[config.mk]
export PLATFORM = sky130hd
export DESIGN_NAME = serial_cfg_store
export DESIGN_NICKNAME = d
export VERILOG_FILES = /design/src/rtl/cfgp_pkg.sv /design/src/rtl/cfgp_pin_decode.sv /design/src/rtl/cfgp_addr_ctr.sv /design/src/rtl/cfgp_bit_array.sv /design/src/rtl/serial_cfg_store.sv
export SDC_FILE = /design/constraint.sdc
export NUM_CORES = 1
export LEC_CHECK = 0
export BUFFER_PORTS_ARGS = -buffer_cell sky130_fd_sc_hd__buf_2
export CELL_PAD_IN_SITES_DETAIL_PLACEMENT = 1
export CELL_PAD_IN_SITES_GLOBAL_PLACEMENT = 1
export CORE_ASPECT_RATIO = 1.1
export CORE_MARGIN = 10
export CORE_UTILIZATION = 53
export CTS_CLUSTER_SIZE = 30
export DETAILED_ROUTE_END_ITERATION = 12
export PLACE_DENSITY = 0.86
export SYNTH_ARGS = -nofsm -noshare
export SYNTH_HDL_FRONTEND = slang
export SYNTH_SLANG_ARGS = --single-unit
[constraint.sdc]
create_clock -name clk -period 2.3 [get_ports clk]
set_input_delay 0.115 -clock clk [delete_from_list [all_inputs] [get_ports clk]]
set_output_delay 0.115 -clock clk [all_outputs]
set_load 0.005 [all_outputs]
[src/rtl/cfgp_pkg.sv]
package cfgp_pkg;

    // Decoded control levels, all active high.
    typedef struct packed {
        logic rst;
        logic oe;
        logic ce;
    } cfgp_ctl_t;

    // Address width for a given depth; at least one bit.
    function automatic int addr_bits(input int depth);
        return (depth <= 2) ? 1 : $clog2(depth);
    endfunction

endpackage

[src/rtl/cfgp_pin_decode.sv]
module cfgp_pin_decode #(
    parameter bit RST_HIGH = 1'b1
) (
    input  logic                 ce_n,
    input  logic                 rst_oe,
    output cfgp_pkg::cfgp_ctl_t  ctl
);

    logic rst_raw;

    generate
        if (RST_HIGH) begin : g_rst_high
            assign rst_raw = rst_oe;
        end else begin : g_rst_low
            assign rst_raw = ~rst_oe;
        end
    endgenerate

    always_comb begin
        ctl.rst = rst_raw;
        ctl.oe  = ~rst_raw;
        ctl.ce  = ~ce_n;
    end

endmodule

[src/rtl/cfgp_addr_ctr.sv]
module cfgp_addr_ctr #(
    parameter  int DEPTH = 256,
    localparam int AW    = cfgp_pkg::addr_bits(DEPTH)
) (
    input  logic                 clk,
    input  cfgp_pkg::cfgp_ctl_t  ctl,
    output logic [AW:0]          count
);

    localparam logic [AW-1:0] LAST = AW'(DEPTH - 1);

    logic [AW:0] cnt_q;
    logic [AW:0] cnt_d;
    logic        step;

    // Top bit is the past-end flag; once set the counter holds.
    always_comb begin
        step  = ctl.ce & ctl.oe & ~cnt_q[AW];
        cnt_d = cnt_q;
        if (ctl.rst) begin
            cnt_d = '0;
        end else if (step) begin
            if (cnt_q[AW-1:0] == LAST) begin
                cnt_d = {1'b1, {AW{1'b0}}};
            end else begin
                cnt_d = cnt_q + 1'b1;
            end
        end
    end

    always_ff @(posedge clk) begin
        cnt_q <= cnt_d;
    end

    assign count = cnt_q;

endmodule

[src/rtl/cfgp_bit_array.sv]
module cfgp_bit_array #(
    parameter  int DEPTH = 256,
    localparam int AW    = cfgp_pkg::addr_bits(DEPTH)
) (
    input  logic          clk,
    input  logic          wr_en,
    input  logic [AW-1:0] wr_addr,
    input  logic          wr_bit,
    input  logic [AW-1:0] rd_addr,
    output logic          rd_bit
);

    logic mem [DEPTH];

    generate
        if (DEPTH == (1 << AW)) begin : g_full
            always_ff @(posedge clk) begin
                if (wr_en) begin
                    mem[wr_addr] <= wr_bit;
                end
            end
            assign rd_bit = mem[rd_addr];
        end else begin : g_partial
            always_ff @(posedge clk) begin
                if (wr_en && (int'(wr_addr) < DEPTH)) begin
                    mem[wr_addr] <= wr_bit;
                end
            end
            assign rd_bit = (int'(rd_addr) < DEPTH) ? mem[rd_addr] : 1'b0;
        end
    endgenerate

endmodule

[src/rtl/serial_cfg_store.sv]
module serial_cfg_store #(
    parameter  int DEPTH    = 256,
    parameter  bit RST_HIGH = 1'b1,
    localparam int AW       = cfgp_pkg::addr_bits(DEPTH)
) (
    input  logic          clk,
    input  logic          ce_n,
    input  logic          rst_oe,
    input  logic          ld_en,
    input  logic [AW-1:0] ld_addr,
    input  logic          ld_bit,
    output logic          dout,
    output logic          dout_en,
    output logic          ceo_n
);

    cfgp_pkg::cfgp_ctl_t ctl;
    logic [AW:0]         count_q;
    logic                past_end;
    logic                rd_bit;
    logic                selected;

    cfgp_pin_decode #(.RST_HIGH(RST_HIGH)) u_decode (
        .ce_n   (ce_n),
        .rst_oe (rst_oe),
        .ctl    (ctl)
    );

    cfgp_addr_ctr #(.DEPTH(DEPTH)) u_ctr (
        .clk   (clk),
        .ctl   (ctl),
        .count (count_q)
    );

    cfgp_bit_array #(.DEPTH(DEPTH)) u_array (
        .clk     (clk),
        .wr_en   (ld_en),
        .wr_addr (ld_addr),
        .wr_bit  (ld_bit),
        .rd_addr (count_q[AW-1:0]),
        .rd_bit  (rd_bit)
    );

    assign past_end = count_q[AW];
    assign selected = ctl.ce & ctl.oe;

    always_comb begin
        dout_en = selected & ~past_end;
        dout    = dout_en ? rd_bit : 1'b0;
        ceo_n   = ~(selected & past_end);
    end

endmodule

==> summary.md <==
Critical path
- worst endpoint required time: 2.18 ns
- type of element launching the critical path: flop
- R2R Setup Slk: 0.67 ns
- startpoint of the worst register-to-register path: u_ctr.count[8]$_SDFFE_PP0P_
- sort of element at the end of the critical path: output port
- largest fanout on the critical path: 6
- Arrival @ worst endpoint: 2.96 ns
- worst r2r path cells: 6
- end of the worst register-to-register path: u_ctr.count[0]$_SDFFE_PP0P_
- critical path type: reg2out

Global route
- via count of the first global-routing pass: 8,579
- met1 layer usage reported by global route: 31.0%
- met3 capacity usage during global routing: 4.73%
- met2 layer usage reported by global route: 42.8%
- number of antenna violations at the first check in global routing: 0
- Tot GR Track Use: 25.3%
- layer carrying the most global-route usage: met2
- grt total ovfl: 0
- pin count of the biggest net entering global routing: 89
- first-pass GRT wire length: 54.7 mm

Synth
- post-synthesis sequential area ratio: 67.2%
- number of different library cells in the post-synthesis netlist: 47
- number of flip-flops and latches in the synthesized netlist: 273
- Post-Synthesis Cells: 857
- per-instance average area after synthesis: 13.9 sq um
- number of warning messages in the yosys log: 0
- area of the mapped netlist: 0.0119 sq mm
- syn nets: 871

STA
- Final min period: 3.07 ns
- Final Hold Slack: 0.0672 ns
- remaining max-slew budget at the tightest pin: 49.7%
- slew at the pin closest to its max-slew limit: 0.752 ns
- final worst-path cycle share: 134%
- Slew Viols, Final: 0
- Setup Viol. Count Final: 1
- Worst Clk Skew: 0.0215 ns
- worst setup margin: -0.774 ns
- Max Freq: 325 MHz
- RSZ-0062 raised after global routing: true
- hold violation count in the final report: 0

Routing
- antenna violation net count after detailed routing: 0
- Routed WL per cell: 29.4 um
- number of DRC markers in iteration 0: 1,009
- average vias per placed instance: 6.43
- final wirelength: 36.5 mm
- detailed-route via count: 7,974
- drc violations: 0
- router iterations before antenna repair: 5

Hold path
- Hold Crit Start: ld_addr[1]
- worst min-delay path endpoint: u_array.mem[167]$_DFFE_PP_
- Min-Delay Path Depth: 3
- Hold/Removal Path Class: in2reg

Clock network
- clk buf depth: 3
- level count of the clock H-tree: 1
- TritonCTS clock tree: yes
- clock root buffer: sky130_fd_sc_hd__clkbuf_16
- number of buffers inserted during clock tree synthesis: 28
- Reg clk slew, reported paths: 0.07 ns
- number of clock sinks seen by CTS: 273
- worst skew pair latency: 0.56 ns

Pwr
- leakage power total: 4.23 nW
- worst voltage drop across the vdd grid: 0.962 mV
- PD cells: 775 mW/mm^2

Outcome
- violations in the final reports: setup timing
- status: finished with violations

Die
- die height: 177 um
- initial standard-cell utilization of the core: 54.0%
- row cnt: 57
- Core Area: 0.0221 sq mm
- number of top-level design ports: 16
- Die Width: 163 um
- Die Outline Area: 0.0289 sq mm

Place
- Placed Cells incl. Taps: 1,179
- RePlAce Congestion: 0.900
- Port-buffer cells: 15
- estimated wirelength of the detail-placed design: 21.6 mm
- post-detailed-placement cell area: 0.0127 sq mm

Run
- number of maximum-capacitance violations: 0

Final layout
- most common library cell in the layout ignoring fill and taps: sky130_fd_sc_hd__nor2_1
- share of final-layout standard cells stronger than drive strength 1: 22.8%
- final cell area excluding filler cells: 0.0139 sq mm
- leading cell types in the layout, fill and taps excluded: sky130_fd_sc_hd__nor2_1, sky130_fd_sc_hd__edfxtp_1, sky130_fd_sc_hd__buf_4
- core utilization of the finished layout: 62.7%
- count of placed standard cells in the final layout, fillers left out: 1,241
- Final Net Count: 939
- layout-stage area growth over the synthesis result: 16.0%

cells in the mapped netlist (all sizes together):
cell	instances	area, sq um
o2111ai	4	35.0
or2	1	6.26
inv	6	22.5
nor2b	10	62.6
nor3	2	15.0
nand2b	5	31.3
edfxtp	256	7690
a311o	2	20.0
clkbuf	44	165
o22ai	10	62.6
nand3	25	125
a41oi	1	8.76
mux2	1	11.3
xor2	4	35.0
mux2i	22	220
or3	4	25.0
a22oi	5	37.5
nand4b	2	17.5
o21ai	3	15.0
nand4	14	87.6
a22o	2	17.5
clkinv	1	3.75
o221ai	10	93.8
ha	1	12.5
dfxtp	17	340
a21oi	7	35.0
and3	3	18.8
mux4	54	1250
nor2	277	1040
nand2	31	116
buf	21	218
a211oi	1	7.51
o311ai	3	26.3
and2	2	12.5
a221oi	2	17.5
o211ai	1	7.51
xnor2	3	26.3
critical path: stages, from the launching register on:
cell	delay, ns
sky130_fd_sc_hd__dfxtp_4	0.39
sky130_fd_sc_hd__buf_6	0.15
sky130_fd_sc_hd__buf_12	0.13
sky130_fd_sc_hd__mux4_2	0.51
sky130_fd_sc_hd__mux4_2	0.50
sky130_fd_sc_hd__nand2_2	0.07
sky130_fd_sc_hd__nand4b_1	0.15
sky130_fd_sc_hd__nand4_1	0.20
sky130_fd_sc_hd__o22ai_2	0.13
sky130_fd_sc_hd__buf_2	0.16
cell type report:
cell class | count | area, sq um
Fill cell | 2106 | 8260
Sequential cell | 273 | 8040
Multi-Input combinational cell | 512 | 3610
Timing Repair Buffer | 103 | 900
Clock buffer | 43 | 848
Tap cell | 295 | 369
Clock inverter | 7 | 57.6
Inverter | 7 | 27.5
Antenna cell | 1 | 2.50
worst max path at each step:
stage          start   end  slack [ns]  cells past startpoint
2_1_floorplan   flop  dout        0.38                      8
4_1_cts         flop  dout       -0.70                      9
3_5_place_dp    flop  dout       -0.31                      7
5_1_grt         flop  dout       -0.83                      9
3_3_place_gp    flop  dout       -0.11                      7
6_report        flop  dout       -0.77                      9
stage by stage:
| step | total power, mW | setup WS, ns | TNS [ns] |
|---|---|---|---|
| 2_1_floorplan | 5.96 | 0.377 | 0 |
| 3_3_place_gp | 6.19 | -0.111 | -0.111 |
| 3_5_place_dp | 6.22 | -0.313 | -0.313 |
| 4_1_cts | 10.7 | -0.698 | -0.698 |
| 5_1_grt | 11.0 | -0.831 | -0.831 |
| 6_report | 10.7 | -0.774 | -0.774 |
report_power, final:
part | switching, mW | internal (mW)
combinational | 0.431 | 0.322
sequential | 0.0173 | 5.44
clock | 1.89 | 2.63
metal layers:
metal | vias up | part of all wire (%)
li1 | 3300 | -
met1 | 4054 | 37
met2 | 505 | 51
met3 | 115 | 8.4
met4 | 0 | 4.2
met5 | - | 0
state kept, by name, indices dropped and copies added, names as in the netlist, named ones only:
signal and count:
u_array.mem 256, u_ctr.count 9
logic make-up after synthesis:
kind of cell	count (synthesis)	synth area share, %
xor gates and xnor gates	7	0.514
and+or+nand+nor	376	13.0
muxes	77	12.4
buffers and inverters	72	3.43
adders and majority gates	1	0.105
AOI/OAI and AO/OA	51	3.22
DFF	273	67.2
repair_timing:
item,in CTS,in global routing
cloned,1,0
setup buffers,7,2
pin swaps,8,4
setup endpoints to repair,1,1
hold endpoints to repair,50,0
gates resized for setup,29,5
hold buffers,2,0
Power figures use the tool's default switching activity.
